`config.mk`:
```
export PLATFORM = sky130hd
export DESIGN_NAME = exc_entry_seq
export DESIGN_NICKNAME = d
export VERILOG_FILES = /design/src/rtl/exc_entry_pkg.sv /design/src/rtl/exc_push_fmt.sv /design/src/rtl/exc_mask_upd.sv /design/src/rtl/exc_vec_join.sv /design/src/rtl/exc_entry_seq.sv
export SDC_FILE = /design/constraint.sdc
export NUM_CORES = 1
export LEC_CHECK = 0
export ABC_AREA = 1
export BUFFER_PORTS_ARGS = -buffer_cell sky130_fd_sc_hd__buf_2
export CAP_MARGIN = 30
export CORE_MARGIN = 5
export CORE_UTILIZATION = 38
export CTS_CLUSTER_SIZE = 25
export DETAILED_ROUTE_END_ITERATION = 12
export GPL_ROUTABILITY_DRIVEN = 0
export PLACE_DENSITY = 0.74
export SLEW_MARGIN = 20
export SYNTH_ARGS = -nofsm -noshare
export SYNTH_HDL_FRONTEND = slang
export SYNTH_SLANG_ARGS = --single-unit
```
`constraint.sdc`:
```
create_clock -name clk -period 2.51 [get_ports clk]
set_input_delay 0.502 -clock clk [delete_from_list [all_inputs] [get_ports clk]]
set_output_delay 0.502 -clock clk [all_outputs]
set_load 0.02 [all_outputs]
```
`src/rtl/exc_entry_pkg.sv`:
```
package exc_entry_pkg;
   typedef enum logic [3:0] {
      ST_IDLE  = 4'd0,
      ST_PUSH0 = 4'd1,
      ST_PUSH1 = 4'd2,
      ST_PUSH2 = 4'd3,
      ST_MASK  = 4'd4,
      ST_RDHI  = 4'd5,
      ST_RDLO  = 4'd6,
      ST_LOAD  = 4'd7,
      ST_FIN   = 4'd8
   } seq_state_e;

   localparam int CTL_W = 8;
   localparam int TRACE_BIT = 7;
   localparam int IMASK_BIT = 7;
endpackage

```
`src/rtl/exc_push_fmt.sv`:
```
module exc_push_fmt #(
   parameter int AW   = 24,
   parameter int DW   = 16,
   parameter int PC_W = 24
) (
   input  logic [1:0]      step_i,
   input  logic [PC_W-1:0] pc_i,
   input  logic [7:0]      ccr_i,
   input  logic [7:0]      exr_i,
   input  logic [AW-1:0]   sp_i,
   output logic [AW-1:0]   addr_o,
   output logic [DW-1:0]   data_o
);
   localparam int HI_W = PC_W - 16;

   logic [7:0] pc_hi;

   generate
      if (HI_W >= 8) begin : g_full_hi
         assign pc_hi = pc_i[23:16];
      end else begin : g_part_hi
         assign pc_hi = {{(8-HI_W){1'b0}}, pc_i[PC_W-1:16]};
      end
   endgenerate

   always_comb begin
      addr_o = sp_i - AW'({step_i, 1'b0}) - AW'(2);
      case (step_i)
         2'd0:    data_o = DW'(pc_i[15:0]);
         2'd1:    data_o = DW'({ccr_i, pc_hi});
         default: data_o = DW'({exr_i, 8'h00});
      endcase
   end
endmodule

```
`src/rtl/exc_mask_upd.sv`:
```
module exc_mask_upd
   import exc_entry_pkg::*;
#(
   parameter int PRIO_W = 3
) (
   input  logic             icm2_i,
   input  logic [CTL_W-1:0] ccr_i,
   input  logic [CTL_W-1:0] exr_i,
   output logic [CTL_W-1:0] ccr_o,
   output logic [CTL_W-1:0] exr_o
);
   always_comb begin
      ccr_o = ccr_i;
      ccr_o[IMASK_BIT] = 1'b1;
      exr_o = exr_i;
      exr_o[TRACE_BIT] = 1'b0;
      if (icm2_i) exr_o[PRIO_W-1:0] = '1;
   end
endmodule

```
`src/rtl/exc_vec_join.sv`:
```
module exc_vec_join #(
   parameter int DW   = 16,
   parameter int PC_W = 24
) (
   input  logic [DW-1:0]   hi_i,
   input  logic [DW-1:0]   lo_i,
   output logic [PC_W-1:0] pc_o
);
   localparam int FULL_W = 2 * DW;

   generate
      if (PC_W < FULL_W) begin : g_trunc
         assign pc_o = {hi_i[PC_W-DW-1:0], lo_i};
      end else begin : g_whole
         assign pc_o = {hi_i, lo_i};
      end
   endgenerate
endmodule

```
`src/rtl/exc_entry_seq.sv`:
```
module exc_entry_seq
   import exc_entry_pkg::*;
#(
   parameter int          AW       = 24,
   parameter int          DW       = 16,
   parameter int          PC_W     = 24,
   parameter int          PRIO_W   = 3,
   parameter logic [23:0] VEC_ADDR = 24'h000010
) (
   input  logic            clk,
   input  logic            rst_n,
   input  logic            trig_i,
   input  logic            icm2_i,
   input  logic [23:0]     pc_i,
   input  logic [7:0]      ccr_i,
   input  logic [7:0]      exr_i,
   input  logic [23:0]     sp_i,
   output logic            wr_en_o,
   output logic [23:0]     wr_addr_o,
   output logic [15:0]     wr_data_o,
   output logic            rd_en_o,
   output logic [23:0]     rd_addr_o,
   input  logic [15:0]     rd_data_i,
   output logic            busy_o,
   output logic            done_o,
   output logic [23:0]     pc_o,
   output logic [7:0]      ccr_o,
   output logic [7:0]      exr_o,
   output logic [23:0]     sp_o
);
   localparam int          PUSH_WORDS = 3;
   localparam logic [AW-1:0] SP_DROP  = AW'(2 * PUSH_WORDS);
   localparam logic [AW-1:0] VEC_LO   = AW'(VEC_ADDR) + AW'(2);

   initial begin
      assert (DW == 16) else $error("word width must be 16");
      assert (AW == 24 && PC_W > 16 && PC_W <= 24) else $error("address or PC width out of range");
      assert (PRIO_W > 0 && PRIO_W < 7) else $error("priority mask width out of range");
   end

   seq_state_e       st_q;
   logic [PC_W-1:0]  pc_s;
   logic [7:0]       ccr_s, exr_s;
   logic [AW-1:0]    sp_s;
   logic             icm_s;
   logic [DW-1:0]    vhi_q;
   logic [PC_W-1:0]  pc_q;
   logic [7:0]       ccr_q, exr_q;
   logic [AW-1:0]    sp_q;

   logic [1:0]       push_step;
   logic [AW-1:0]    push_addr;
   logic [DW-1:0]    push_data;
   logic [7:0]       ccr_nx, exr_nx;
   logic [PC_W-1:0]  vec_pc;

   always_comb begin
      case (st_q)
         ST_PUSH1: push_step = 2'd1;
         ST_PUSH2: push_step = 2'd2;
         default:  push_step = 2'd0;
      endcase
   end

   exc_push_fmt #(.AW(AW), .DW(DW), .PC_W(PC_W)) u_push (
      .step_i(push_step), .pc_i(pc_s), .ccr_i(ccr_s), .exr_i(exr_s),
      .sp_i(sp_s), .addr_o(push_addr), .data_o(push_data)
   );

   exc_mask_upd #(.PRIO_W(PRIO_W)) u_mask (
      .icm2_i(icm_s), .ccr_i(ccr_s), .exr_i(exr_s),
      .ccr_o(ccr_nx), .exr_o(exr_nx)
   );

   exc_vec_join #(.DW(DW), .PC_W(PC_W)) u_join (
      .hi_i(vhi_q), .lo_i(rd_data_i), .pc_o(vec_pc)
   );

   always_ff @(posedge clk) begin
      if (!rst_n) begin
         st_q  <= ST_IDLE;
         pc_s  <= '0;
         ccr_s <= '0;
         exr_s <= '0;
         sp_s  <= '0;
         icm_s <= 1'b0;
         vhi_q <= '0;
         pc_q  <= '0;
         ccr_q <= '0;
         exr_q <= '0;
         sp_q  <= '0;
      end else begin
         case (st_q)
            ST_IDLE: if (trig_i) begin
               st_q  <= ST_PUSH0;
               pc_s  <= PC_W'(pc_i);
               ccr_s <= ccr_i;
               exr_s <= exr_i;
               sp_s  <= sp_i;
               icm_s <= icm2_i;
            end
            ST_PUSH0: st_q <= ST_PUSH1;
            ST_PUSH1: st_q <= ST_PUSH2;
            ST_PUSH2: st_q <= ST_MASK;
            ST_MASK: begin
               ccr_s <= ccr_nx;
               exr_s <= exr_nx;
               st_q  <= ST_RDHI;
            end
            ST_RDHI: st_q <= ST_RDLO;
            ST_RDLO: begin
               vhi_q <= rd_data_i;
               st_q  <= ST_LOAD;
            end
            ST_LOAD: begin
               pc_q  <= vec_pc;
               ccr_q <= ccr_s;
               exr_q <= exr_s;
               sp_q  <= sp_s - SP_DROP;
               st_q  <= ST_FIN;
            end
            default: st_q <= ST_IDLE;
         endcase
      end
   end

   assign wr_en_o   = (st_q == ST_PUSH0) || (st_q == ST_PUSH1) || (st_q == ST_PUSH2);
   assign wr_addr_o = 24'(push_addr);
   assign wr_data_o = 16'(push_data);
   assign rd_en_o   = (st_q == ST_RDHI) || (st_q == ST_RDLO);
   assign rd_addr_o = 24'((st_q == ST_RDLO) ? VEC_LO : AW'(VEC_ADDR));
   assign busy_o    = (st_q != ST_IDLE);
   assign done_o    = (st_q == ST_FIN);
   assign pc_o      = 24'(pc_q);
   assign ccr_o     = ccr_q;
   assign exr_o     = exr_q;
   assign sp_o      = 24'(sp_q);

   AST_PUSH_DESCEND: assert property (@(posedge clk) disable iff (!rst_n) (wr_en_o && $past(wr_en_o)) |-> (wr_addr_o == $past(wr_addr_o) - 24'd2));
   AST_SP_FINAL: assert property (@(posedge clk) disable iff (!rst_n) done_o |-> (sp_o == $past(wr_addr_o, 5)));
   AST_MASK_SET: assert property (@(posedge clk) disable iff (!rst_n) done_o |-> ccr_o[IMASK_BIT]);
   AST_TRACE_CLR: assert property (@(posedge clk) disable iff (!rst_n) done_o |-> !exr_o[TRACE_BIT]);
   AST_VEC_PAIR: assert property (@(posedge clk) disable iff (!rst_n) (rd_en_o && !$past(rd_en_o)) |=> (rd_en_o && rd_addr_o == $past(rd_addr_o) + 24'd2));
   AST_BUSY_DROP: assert property (@(posedge clk) disable iff (!rst_n) done_o |=> !busy_o);
   AST_DONE_PULSE: assert property (@(posedge clk) disable iff (!rst_n) done_o |=> !done_o);
endmodule

```
==> impl_metrics.ini, run 1 <==
[status]
run_status = finished with violations
failed_checks = setup timing

[cells_and_area]
final-instance-count-excl-fill = 1309
num-nets-final = 1166
ant_cells = 0
syn_to_final_growth_pct = 35.8
fillCellCount = 1564
layout.area.seq_sq_um = 2830
layout-drive-gt1-share_pct = 30.9
multi_input_gate_area_sq_um = 3130

[placement]
dp_hpwl_um = 13500
placement.io_buffers = 192
number_of_placed_instances_taps_included = 1264

[sta]
finalClockSkew_ps = 13.0
fin_ws_ps = -528
report.final.setup_viol = 21
rsz0062_at_grt = yes
whs_ps = 337
report.final.hold_viol_count = 0
slew_violations = 0
fmax_mhz = 329
final_critical_period_ps = 3040
timing.setup.tns_ps = -9150
post-route-period-util_pct = 121

[power_and_ir_drop]
relative_contribution_of_combinational_cells_to_total_power_pct = 29.5
internal_power_mw = 4.66
power_density_nw_per_um2 = 809
p_seq_share_pct = 35.7
vdd_ir_drop_max_mv = 0.546
power_leakage_nw = 4.03
power.net_switching_mw = 2.31
netSwitchingFraction_pct = 33.2
clkPwrFrac_pct = 34.8

[yosys]
synth_area_per_cell_sq_um = 7.35
synth.ff_latch_count = 141
ys.warnings.count = 0
mappedNetlistArea_sq_um = 6340
seq_area_frac_synth_pct = 44.5
synth_cells = 863
synth_cell_type_count = 33

[hold_path]
hold-path-cell-count = 3
hp-class = in2reg

[critical_path]
worstSetupPathDepth = 14
setup.worst_path.start_class = flop
critical_path_at_ps = 2540
delay_of_the_slowest_cell_on_the_worst_path_ps = 370
rrSetupSlack_ps = 750
setup.worst_path.class = reg2out
cpMaxStageDelayCell = sky130_fd_sc_hd__fa_2
end_kind = primary output
critical_path_required_ps = 2010
cp_cell_sequence = inv_2, nor2_4, nand2_2, inv_4, ha_4, inv_4, fa_2, nand2_2, nand2_4, nor2_4, buf_6, nand3_2, xor2_2, buf_2
cp_num_buf_inv = 5
timing.critical_path.max_delay_family = adder cells
critical_path.max_fanout = 5
timing.reg2reg.worst_path_depth = 8

[die]
design.portCount = 216
die_w_um = 139
initial_utilization_pct = 38.5
core_region_area_sq_um = 16500
design.die.area_sq_um = 19400
dieHeight_um = 139
num_rows = 47

[cts]
cts_buffer_depth = 2
clock-root-buffer = sky130_fd_sc_hd__clkbuf_16
tritoncts = yes
cts_buffers = 17
clkSinkCount = 141
clk_transition_reported_paths_ps = 60
worstSkewPairLatency_ps = 420
htree_levels = 4

[grt]
antenna_found_initial = 3
grt_start_max_net_pins = 69
grt_first_pass_wirelength_um = 30100
first_global_vias = 5912
grt-ovfl-total = 0
gr-usage-all-layers_pct = 19.0

[route]
number_of_routed_nets_with_antenna_violations = 0
drc = 0
detail_route.iter0.violations = 303
routed-via-count = 6293
wl_per_cell_um = 14.3
detail_route.first_pass.iterations = 5
totalWireLength_um = 18700
via_per_inst = 4.81

[run]
maxCapViolations = 0
flip-flops by register name, indices dropped and copies added, names as in the netlist:
register and count:
ccr_o 8, pc_o 24, icm_s 1, sp_s 24, exr_o 8, exr_s 8, vhi_q 8, pc_s 24
st_q 4, ccr_s 8, sp_o 24
cells in the final DEF, fill, tap and decap left out, drive strengths merged:
master	count
dfxtp	141
o22ai	16
nand3	31
clkinv	7
nor3	2
inv	90
a21oi	92
nand4	5
fa	1
ha	5
bufinv	1
o21ai	107
clkinvlp	1
and2	2
or2	1
a31oi	5
conb	23
xor2	25
clkbuf	22
a21o	1
nor2	159
nand2	102
a211oi	9
buf	241
power by group through the flow:
| stage | combinational [mW] | sequential, mW | clock (mW) |
|---|---|---|---|
| after global routing | 2.25 | 2.50 | 2.58 |
| final | 2.06 | 2.49 | 2.43 |
| after CTS | 1.98 | 2.49 | 2.47 |
| after global placement | 1.72 | 2.53 | 0 |
| after floorplan | 1.19 | 2.51 | 0 |
| after detailed placement | 1.73 | 2.53 | 0 |
repair_timing:
item / CTS / global route
pin swaps: 17 / 8
endpoints found under the setup margin: 22 / 35
buffers inserted: 10 / 3
resized for setup: 58 / 17
hold buffers: 0 / 0
worst min-delay path, cell delays in order:
cell	delay, ps
sky130_fd_sc_hd__buf_2	70
sky130_fd_sc_hd__o21ai_0	70
sky130_fd_sc_hd__nor2_1	70
area by class of cell:
type                       count  area share (%)
sequential                   141            32.9
tap                          220            3.20
multi-input combinational    586            36.3
inverter                      89            3.97
timing repair buffer         241            17.0
clock buffer                  22            5.62
clock inverter                10            1.00
synthesized netlist by cell type, drive strengths merged:
cell    number  area share (%)
o22ai       16             1.6
or2          1           0.099
nor3         2            0.24
buf         45             5.1
a31oi        5            0.49
inv         88             5.2
dfxtp      141              45
nor2       159              10
and2         2            0.20
fa           1            0.32
o21ai      107             8.4
xor2        25             3.5
a21o         1            0.12
nand3       31             2.6
conb         2            0.12
clkinv       1           0.059
a21oi       92             7.3
nand2      102             6.2
ha           5            0.99
clkbuf      23             1.4
nand4        5            0.49
a211oi       9             1.1
stage by stage:
stage / util, % / setup slack (ps) / power [mW] / area, sq um
after global placement: 46.7 / -135 / 4.25 / 7680
after floorplan: - / -118 / 3.70 / 6560
after global routing: 52.3 / -622 / 7.33 / 8610
final: 52.3 / -528 / 6.97 / 8610
after detailed placement: 46.7 / -202 / 4.27 / 7680
after CTS: 51.8 / -525 / 6.94 / 8540
final timing paths:
kind,endpoint,startpoint
worst max register to register,sp_o[13]$_SDFFE_PN0P_,st_q[3]$_SDFFE_PN0P_
worst min register to register,icm_s$_SDFFE_PN0P_,icm_s$_SDFFE_PN0P_
worst min-delay path,pc_o[9]$_SDFFE_PN0P_,rd_data_i[9]
worst max-delay path,wr_addr_o[21],st_q[1]$_SDFFE_PN0P_
routing by layer:
metal,GRT usage (%),share of wire [%]
met1,23.3,43
met2,31.5,47
met3,7.07,8.2
met4,5.25,1.7
met5,0,0.18
cells by family after synthesis:
| family | share of synthesized area [%] |
|---|---|
| fa+ha+maj | 1.30 |
| buf+inv | 11.7 |
| compound gates | 19.0 |
| flops | 44.5 |
| simple gates | 19.9 |
| other cells | 0.118 |
| xor+xnor | 3.45 |
Note: power is estimated with default switching activity, not from simulation.
==> inputs of run 2 (changes only) <==
PLACE_DENSITY = 0.69   (was 0.74)
SYNTH_HIERARCHICAL = 1   (was unset)
clock period = 3.9 ns   (was 2.51 ns; I/O delays follow)
==> run 2 against run 1 <==
The run now ends clean. Routed wire length rose by 12%. Sequential power decreased by 35%. Clock power fell by 34%. First-iteration DRC count rose by 52%. Area after synthesis is 16% higher. Via count grew 10%. Final cell count up 10%. Largest power group unchanged.
==> impl_metrics.ini, run 2 <==
[placement]
dp_hpwl_um = 14700
number_of_placed_instances_taps_included = 1410
placed_cell_area_sq_um = 8030
placement.io_buffers = 192

[critical_path]
worst_path_most_repeated_cell = sky130_fd_sc_hd__inv_1
critical_path_required_ps = 3120
setup.worst_path.start_class = flop
worstReg2RegStart = st_q[0]$_SDFFE_PN0P_
setup.worst_path.class = reg2out
setup.worst_path.start = st_q[3]$_SDFFE_PN0P_
critical_path.max_fanout = 6
timing.critical_path.max_delay_family = simple AND/OR/NAND/NOR gates
rrSetupSlack_ps = 2020
cpMaxStageDelayCell = sky130_fd_sc_hd__fa_1
timing.reg2reg.worst_path_depth = 6
reg2reg_to = sp_o[16]$_SDFFE_PN0P_
cp_cell_sequence = nor2_2, inv_1, nor3_2, ha_1, inv_1, fa_1, nand2_1, nand2_2, nor2_4, buf_4, xor2_1, buf_2
cp_num_buf_inv = 4
critical_path_at_ps = 2840
end_kind = primary output
delay_of_the_slowest_cell_on_the_worst_path_ps = 460

[grt]
grt-ovfl-total = 0
antenna_found_initial = 0
grt_start_max_net_pins = 83
gr-usage-all-layers_pct = 18.4
first_global_vias = 6526
grt_first_pass_wirelength_um = 32900

[cells_and_area]
layout.area.seq_sq_um = 2820
final_core_util_pct = 45.7
summed_area_of_non_filler_cells_in_the_final_layout_sq_um = 8640
syn_to_final_growth_pct = 17.6
num-nets-final = 1261
final_common_cell = sky130_fd_sc_hd__nand2_1
fillCellCount = 1957
layout-drive-gt1-share_pct = 26.3
mostFrequentLayoutCells = sky130_fd_sc_hd__nand2_1 (225), sky130_fd_sc_hd__buf_2 (192), sky130_fd_sc_hd__nor2_1 (162), sky130_fd_sc_hd__dfxtp_1 (141), sky130_fd_sc_hd__o21ai_0 (78)
final-instance-count-excl-fill = 1444
multi_input_gate_area_sq_um = 3590
ant_cells = 0

[yosys]
synth_cells = 1042
ys.warnings.count = 6
synth_area_per_cell_sq_um = 7.05
mappedNetlistArea_sq_um = 7350

[cts]
tritoncts = yes
clk_transition_reported_paths_ps = 60
htree_levels = 4
clock-root-buffer = sky130_fd_sc_hd__clkbuf_16
cts_buffers = 17
cts_hold_buf = 0
cts_buffer_depth = 2
clkSinkCount = 141
worstSkewPairLatency_ps = 420

[sta]
final_critical_period_ps = 3620
slew_of_the_pin_with_the_lowest_slew_margin_ps = 849
finalClockSkew_ps = 7.12
report.final.setup_viol = 0
timing.max_slew.rel_slack_pct = 43.3
slew_violations = 0
whs_ps = 465
post-route-period-util_pct = 92.8
timing.setup.tns_ps = 0
rsz0062_at_grt = no
fmax_mhz = 276
report.final.hold_viol_count = 0

[run]
maxCapViolations = 0

[power_and_ir_drop]
power_density_nw_per_um2 = 497
vdd_ir_drop_max_mv = 0.274
power_leakage_nw = 4.19

[route]
number_of_routed_nets_with_antenna_violations = 0
wl_per_cell_um = 14.5
detail_route.iter0.violations = 462
totalWireLength_um = 20900
drc = 0
via_per_inst = 4.81
routed-via-count = 6944
detail_route.first_pass.iterations = 7

[die]
initial_utilization_pct = 38.9
dieHeight_um = 149
design.die.area_sq_um = 22200
core_region_area_sq_um = 18900
design.portCount = 216
num_rows = 50
die_w_um = 149

[hold_path]
hold-path-cell-count = 2
hp-start = pc_s[5]$_SDFFE_PN0P_
hp-class = reg2reg
hold-path-endpoint = pc_s[5]$_SDFFE_PN0P_

[status]
run_status = complete, no violations
-- run 2: worst max path at each step --
stage,slack [ps],cells past startpoint,endpoint
finish,280,12,wr_addr_o[9]
global route,10,14,wr_addr_o[19]
CTS,130,14,wr_addr_o[19]
detailed placement,590,14,wr_addr_o[19]
global placement,700,14,wr_addr_o[19]
floorplan,580,11,wr_addr_o[11]
-- run 2: worst min-delay path, cell delays in order, from the launching register on --
cell	delay (ps)
sky130_fd_sc_hd__dfxtp_1	310
sky130_fd_sc_hd__nand2_1	60
sky130_fd_sc_hd__a21oi_1	50
-- run 2: repair_timing --
| action | CTS | global route |
|---|---|---|
| setup buffers | 0 | 1 |
| endpoints found under the setup margin | 0 | 4 |
| endpoints found under the hold margin | 0 | 0 |
| gates resized for setup | 0 | 1 |
-- run 2: cell type report --
cell class	instances	share of cell area, %
clock inverters	13	1.61
inverters	73	3.17
repair buffers	202	12.1
multi-input cells	736	41.5
flip-flops and latches	141	32.7
clock buffers	19	5.12
well taps	260	3.76
-- run 2: metal layers --
layer | routed length, um | track usage, % | share of wire, %
met1 | 9580 | 24.5 | 46
met2 | 9460 | 29.2 | 45
met3 | 1400 | 4.22 | 6.7
met4 | 497 | 6.86 | 2.4
met5 | 0 | 0 | 0
-- run 2: where the power goes --
part	leakage [nW]	switching [mW]	internal, mW
Sequential	1.15	0.102	1.52
Clock	0.284	0.651	0.962
Combinational	2.76	0.725	0.342
Total	4.19	1.48	2.82
-- run 2: stage by stage --
stage | worst slack (ps) | power (mW)
finish | 280 | 4.30
detailed placement | 593 | 2.70
global placement | 699 | 2.69
floorplan | 576 | 2.44
CTS | 127 | 4.33
global route | 11.2 | 4.54
